===== config.mk =====
export PLATFORM = sky130hd
export DESIGN_NAME = irq_status_unit
export DESIGN_NICKNAME = d
export VERILOG_FILES = /design/src/rtl/irq_status_unit.sv
export SDC_FILE = /design/constraint.sdc
export NUM_CORES = 1
export LEC_CHECK = 0
export BUFFER_PORTS_ARGS = -buffer_cell sky130_fd_sc_hd__buf_2
export CAP_MARGIN = 20
export CORE_MARGIN = 2
export CORE_UTILIZATION = 42
export DETAILED_ROUTE_END_ITERATION = 7
export MAX_ROUTING_LAYER = met4
export PLACE_DENSITY = 0.84
export SLEW_MARGIN = 20
export SYNTH_ARGS = -nofsm -noshare
export SYNTH_HDL_FRONTEND = slang
export SYNTH_SLANG_ARGS = --single-unit

===== constraint.sdc =====
create_clock -name clk -period 4.5 [get_ports clk]
set_input_delay 0.9 -clock clk [delete_from_list [all_inputs] [get_ports clk]]
set_output_delay 0.9 -clock clk [all_outputs]
set_load 0.02 [all_outputs]

===== src/rtl/irq_status_unit.sv =====
`timescale 1ns/1ps
module irq_status_unit #(
  parameter logic [31:0] MASK_RST = 32'h0
) (
  input  logic        clk,
  input  logic        rst_n,
  input  logic [31:0] evt_i,
  input  logic        clr_we_i,
  input  logic [31:0] clr_data_i,
  input  logic        mask_we_i,
  input  logic [31:0] mask_data_i,
  input  logic        irq_en_i,
  output logic [31:0] raw_o,
  output logic [31:0] mask_o,
  output logic [31:0] masked_o,
  output logic        irq_o,
  output logic        error_any_o,
  output logic        done_any_o,
  output logic        timeout_pending_o,
  output logic        err_final_o
);
  localparam logic [31:0] IMPL_BITS = 32'hC001_FFFE;
  localparam logic [31:0] ERR_GRP   = 32'h0000_BBC2;
  localparam logic [31:0] DONE_GRP  = 32'h0000_440C;
  localparam int          B_CMD_DONE = 2;
  localparam int          B_RSP_TO   = 8;

  logic [31:0] raw_q, mask_q, clr_vec, set_vec;

  assign clr_vec = clr_we_i ? clr_data_i : 32'h0;
  assign set_vec = evt_i & IMPL_BITS;

  always_ff @(posedge clk) begin
    if (!rst_n) begin
      raw_q  <= 32'h0;
      mask_q <= MASK_RST;
    end else begin
      raw_q <= (raw_q & ~clr_vec) | set_vec;
      if (mask_we_i) mask_q <= mask_data_i;
    end
  end

  assign raw_o             = raw_q;
  assign mask_o            = mask_q;
  assign masked_o          = raw_q & mask_q;
  assign irq_o             = irq_en_i & (|masked_o);
  assign error_any_o       = |(masked_o & ERR_GRP);
  assign done_any_o        = |(masked_o & DONE_GRP);
  assign timeout_pending_o = raw_q[B_RSP_TO] & ~raw_q[B_CMD_DONE];
  assign err_final_o       = error_any_o & ~timeout_pending_o;
endmodule



==> impl_metrics.csv, run 1 <==
group,metric,value,unit
synthesis,synth_area_leader_cell,"dfxtp_1",
finish,area_delta_synth_final,45.9,%
synthesis,yosys_register_bits,64,
cts,cts_tree,"built",
power_and_ir_drop,vdd_ir_drop_max,209,uV
global_route,grt.overflow.total,0,
finish,antenna_cells,0,
sta,worst_pin_slew,998,ps
route,drc,0,
status,status,"complete, no violations",
worst_hold_path,worstHoldPathType,"reg2reg",
place,dpl.hpwl,5600,um
worst_setup_path,critPathRequiredTime,3600,ps
global_route,antenna_found_initial,0,
sta,max_freq,0.325,GHz
sta,holdWs,441,ps
floorplan,fp.dieW,82.6,um
cts,clk_pin_slew_worst_paths,70,ps
place,dpl_worst_slack,1710,ps
power_and_ir_drop,p_per_area,358,mW/mm^2
synthesis,synth.area.top_cells,"dfxtp_1, mux2i_1, nor2b_1",
worst_setup_path,start_kind,"flip-flop",
floorplan,num_rows,28,
sta,clock_skew,0,ps
global_route,grt_pass1_vias,2216,
cts,cts_resized,0,
worst_setup_path,r2r_cells,2,
worst_setup_path,endpoint_kind,"primary output",
cts,cts-root-buf,"clkbuf_8",
sta,slew_headroom,0.334,
sta,report.final.slew_viol_count,0,
synthesis,ys_seq_area_frac,0.494,
cts,cts.sinks,64,
route,ant_nets,0,
finish,layout_common_cells,"buf_2, dfxtp_1, nor2b_1",
place,gp_congestion,0.831,
worst_setup_path,cp_max_fo,4,
floorplan,coreArea,0.00596,mm^2
floorplan,io_pins,202,
finish,drive_above_1_share,0.457,
route,wl_per_cell,14.0,um
global_route,grt_pass1_wl,10600,um
cts,htree_levels,3,
place,port_buffers,187,
global_route,grt_max_degree,65,
finish,final_common_cell,"buf_2",
sta,hold_viol_final,0,
synthesis,syn_nets,374,
floorplan,start_util,0.435,
synthesis,synth_top_area_frac,0.494,
sta,setup_slack,1420,ps
cts,numCtsBuffers,9,
sta,fin_setup_tns,0,ps
global_route,grt_util_met1,0.243,
global_route,grt_use_met2,0.371,
synthesis,ys_types,22,
cts,ctsHoldBuffers,0,
sta,rsz0062_at_grt,"false",
global_route,top_usage_layer,"met2",
synthesis,avgSynthCellArea,9.50,um^2
cts,cts_buffer_depth,2,
job,maxCapViolations,0,
sta,setup_viol,0,
route,viasPerCell,4.70,
route,vias,2522,
cts,worstSkewPairLatency,330,ps
floorplan,fp.dieH,82.6,um
synthesis,syn-cell-area,0.00259,mm^2
finish,final_nets,558,
sta,fin_crit,3080,ps
worst_hold_path,min_delay_path_depth,2,
global_route,use_met3,0.0348,
cts,cts_setup_buffers,0,
power_and_ir_drop,p_leak,2.06,nW
synthesis,yosysWarnings,0,
synthesis,synth_cells,273,
sta,min_period_over_period,0.684,
global_route,grt_usage,0.216,
route,postRouteWirelength,7510,um
worst_setup_path,cp.arrival,2180,ps
route,dr.first_iter.drc_count,128,
route,drtPass1Iterations,4,
floorplan,die-area,0.00682,mm^2
worst_setup_path,critPathKind,"reg2out",
==> metal layers <==
| metal | vias up | wire [um] | share of wire |
|---|---|---|---|
| met1 | 1136 | 3120 | 0.42 |
| li1 | 1276 | - | - |
| met2 | 93 | 3800 | 0.51 |
| met5 | - | 0 | 0 |
| met3 | 17 | 403 | 0.054 |
| met4 | 0 | 184 | 0.025 |
==> cell families after synthesis <==
group / count (synthesis) / synth area share
simple gates: 126 / 0.287
flops: 64 / 0.494
compound gates: 35 / 0.0709
buf+inv: 16 / 0.0246
mux: 32 / 0.124
==> stage by stage <==
stage                util  instance area, um^2  total power [W]  std cells
floorplan               -                 2590         0.000748        273
global placement    0.599                 3570         0.000835        521
detailed placement  0.599                 3570         0.000841        521
CTS                 0.635                 3780          0.00137        537
global route        0.635                 3780          0.00142        537
finish              0.635                 3780          0.00136        537
==> synthesized netlist by cell type (all sizes together) <==
| cell type | number |
|---|---|
| nor4b | 1 |
| or2 | 1 |
| nand2 | 32 |
| nor4 | 2 |
| clkbuf | 10 |
| mux2i | 32 |
| a31oi | 1 |
| a22o | 2 |
| nor3 | 1 |
| dfxtp | 64 |
| a21oi | 32 |
| nor2 | 1 |
| and2 | 32 |
| nor2b | 51 |
| or4 | 5 |
| inv | 2 |
| buf | 4 |
==> worst max-delay path, cell delays in order, from the launching register on <==
cell and delay, ps:
dfxtp_1 330, a22o_1 230, or4_1 490, nor4_2 460
a31oi_1 140, buf_2 190
==> layout make-up <==
type                    instances  area [um^2]
clock inverters                 2         35.0
well taps                      75         93.8
multi-input cells             193         1250
repair buffers                187          936
inverters                       2         7.51
fillers                       536         2170
clock buffers                  14          183
flip-flops and latches         64         1280
==> sequential cells by signal, indices dropped and copies added, names as in the netlist <==
signal,flops
mask_o,32
raw_o,32
==> final timing paths <==
check	startpoint	endpoint	slack [ps]
setup / recovery	raw_o[7]	irq_o	1420
hold / removal	raw_o[18]	raw_o[18]	440
setup reg to reg	raw_o[8]	raw_o[8]	3800
hold reg to reg	raw_o[18]	raw_o[18]	440
==> where the power goes <==
part | total, W | switching, W | internal (W) | leakage, nW
Clock | 0.000529 | 0.000213 | 0.000316 | 0.113
Sequential | 0.000617 | 0.0000216 | 0.000595 | 0.528
Combinational | 0.000211 | 0.000118 | 0.0000922 | 1.42
Note: power is estimated with default switching activity, not from simulation.
==> inputs of run 2 (changes only) <==
ABC_AREA = 1   (was unset)
CORE_UTILIZATION = 35   (was 42)
PLACE_DENSITY = 0.76   (was 0.84)
clock period = 2.8 ns   (was 4.5 ns; I/O delays follow)
==> run 2 against run 1 <==
Register-to-register slack lost 1700 ps. Sequential power grew 62%. Largest power group unchanged. Clock power grew 66%. Global-route usage shrank 2.4 points. Largest cell class unchanged. Flip-flop and latch count is the same. Power grew 64%.
==> impl_metrics.csv, run 2 <==
group,metric,value,unit
status,status,"complete, no violations",
synthesis,syn_nets,462,
sta,setup_slack,758,ps
synthesis,synth_xor_area_frac,0,
worst_setup_path,cp_max_fo,3,
route,vias,2896,
sta,hold_viol_final,0,
finish,final_nets,647,
finish,stdcell_area,0.00373,mm^2
floorplan,die-area,0.00799,mm^2
floorplan,io_pins,202,
sta,setup_viol,0,
route,dr.first_iter.drc_count,71,
place,placed_cell_area,0.00351,mm^2
cts,cts_tree,"built",
finish,area_delta_synth_final,46.2,%
worst_setup_path,cp_slowest_cell,"dfxtp_1",
global_route,grt_usage,0.192,
floorplan,fp.dieW,89.4,um
route,wl_per_cell,12.1,um
place,port_buffers,187,
worst_setup_path,endpoint_kind,"primary output",
global_route,grt.overflow.total,0,
synthesis,synth.area.top_cells,"dfxtp_1, nor2_1, nand2_1",
cts,cts_setup_buffers,0,
route,drc,0,
worst_hold_path,worstHoldPathType,"in2reg",
finish,layout_common_cells,"buf_2, nor2_1, nand2_1",
synthesis,synth_edf_count,0,
synthesis,synthAdderAreaFrac,0,
floorplan,coreArea,0.00714,mm^2
synthesis,ys.flop_type,"dfxtp_1",
cts,cts-root-buf,"clkbuf_8",
floorplan,num_rows,31,
worst_setup_path,start_kind,"flip-flop",
sta,max_freq,0.490,GHz
synthesis,yosys_register_bits,64,
synthesis,ys_seq_area_frac,0.502,
synthesis,ys_top_cells_by_count,"nor2_1, nand2_1, dfxtp_1",
synthesis,synth_area_leader_cell,"dfxtp_1",
worst_setup_path,critPathRequiredTime,2240,ps
power_and_ir_drop,vdd_ir_drop_max,294,uV
cts,clk_pin_slew_worst_paths,70,ps
sta,report.final.slew_viol_count,0,
global_route,grt_pass1_vias,2505,
finish,drive_above_1_share,0.378,
cts,cts_resized,0,
place,dpl.hpwl,5960,um
synthesis,async_reset_ff_frac,0,
synthesis,synth_cells,361,
sta,worst_pin_slew,635,ps
cts,cts_buffer_depth,2,
cts,numCtsBuffers,9,
floorplan,fp.dieH,89.4,um
place,gp_congestion,0.785,
cts,ctsHoldBuffers,0,
cts,cts.sinks,64,
synthesis,synth_top_family_by_area,"simple AND/OR/NAND/NOR gates",
worst_setup_path,cpPeakStageDelay,320,ps
finish,fill_cells,737,
route,drtPass1Iterations,4,
cts,htree_levels,3,
global_route,antenna_found_initial,0,
worst_setup_path,critPathKind,"reg2out",
finish,final_common_cell,"buf_2",
route,ant_nets,0,
synthesis,synth_top_area_frac,0.502,
synthesis,synth-simple-area-share,0.268,
cts,worstSkewPairLatency,320,ps
synthesis,yosysWarnings,0,
route,viasPerCell,4.46,
worst_setup_path,cp.arrival,1480,ps
global_route,grt_max_degree,34,
job,maxCapViolations,0,
worst_setup_path,cp_common_cell,"nand2_1",
synthesis,synth_mux_area_frac,0,
power_and_ir_drop,p_per_area,597,mW/mm^2
finish,antenna_cells,0,
synthesis,ys_types,16,
synthesis,syn-cell-area,0.00255,mm^2
sta,min_period_over_period,0.729,
synthesis,synth-compound-area-share,0.131,
power_and_ir_drop,p_leak,2.35,nW
route,postRouteWirelength,7830,um
sta,fin_setup_tns,0,ps
sta,slew_headroom,0.577,
synthesis,synth_most_common_cell,"nor2_1",
place,dpl_worst_slack,1080,ps
sta,fin_crit,2040,ps
synthesis,avgSynthCellArea,7.07,um^2
sta,clock_skew,0,ps
global_route,grt_pass1_wl,11400,um
sta,rsz0062_at_grt,"false",
worst_setup_path,cp_cell_sequence,"nand2_1, nand2_1, nor2_2, nand2_1, nor2_1, a21oi_1, buf_2",
floorplan,start_util,0.358,
==> run 2: cell types whose count changed after synthesis, sizes merged, moves of 32 or more <==
cell and delta:
and2 -32, mux2i -32, nand2 +52, nor2b -51, nor2 +92, inv +35
o21ai +33
==> run 2: critical path, delay by kind of cell, from the launching register on <==
kind | cells | cell delay (ps)
compound gates | 1 | 90
simple gates | 5 | 580
buf+inv | 1 | 160
flops | 1 | 320
==> run 2: power breakdown <==
group / switching, W / leakage [nW] / total [W] / internal (W)
Clock: 0.000334 / 0.112 / 0.000878 / 0.000544
Sequential: 0.0000380 / 0.530 / 0.000999 / 0.000961
Combinational: 0.000220 / 1.70 / 0.000352 / 0.000132
==> run 2: metal layers <==
layer	vias to the layer above	GRT usage	part of all wire
li1	1481	-	-
met1	1296	0.223	0.44
met2	110	0.325	0.48
met3	9	0.0379	0.070
met4	0	0.0719	0.0098
met5	-	-	0
==> run 2: final timing paths <==
check | slack, ps | cells after the start | start | endpoint
worst min register to register | 450 | 2 | raw_o[17] | raw_o[17]
worst min-delay path | 400 | 2 | clr_data_i[29] | raw_o[29]
worst max-delay path | 760 | 7 | raw_o[1] | irq_o
worst max register to register | 2130 | 2 | raw_o[2] | raw_o[2]
==> run 2: cells by family (layout without fill, tap and decap cells) <==
group / Yosys count / after routing
simple gates: 179 / 179
compound gates: 66 / 66
buf+inv: 52 / 241
flops: 64 / 64
==> run 2: cell type report <==
| type | instances | area (um^2) | area share |
|---|---|---|---|
| inverters | 37 | 139 | 0.0372 |
| well taps | 99 | 124 | 0.0332 |
| clock buffers | 12 | 155 | 0.0416 |
| multi-input cells | 245 | 1020 | 0.273 |
| repair buffers | 189 | 951 | 0.255 |
| flip-flops and latches | 64 | 1280 | 0.343 |
| clock inverters | 3 | 65.1 | 0.0174 |
==> run 2: metrics by stage <==
step,total power (W),utilization,std cells,hold WS (ps)
finish,0.00223,0.523,649,396
global route,0.00233,0.523,649,388
CTS,0.00225,0.523,649,379
detailed placement,0.00137,0.492,634,436
global placement,0.00137,0.492,634,431
floorplan,0.00122,-,361,520
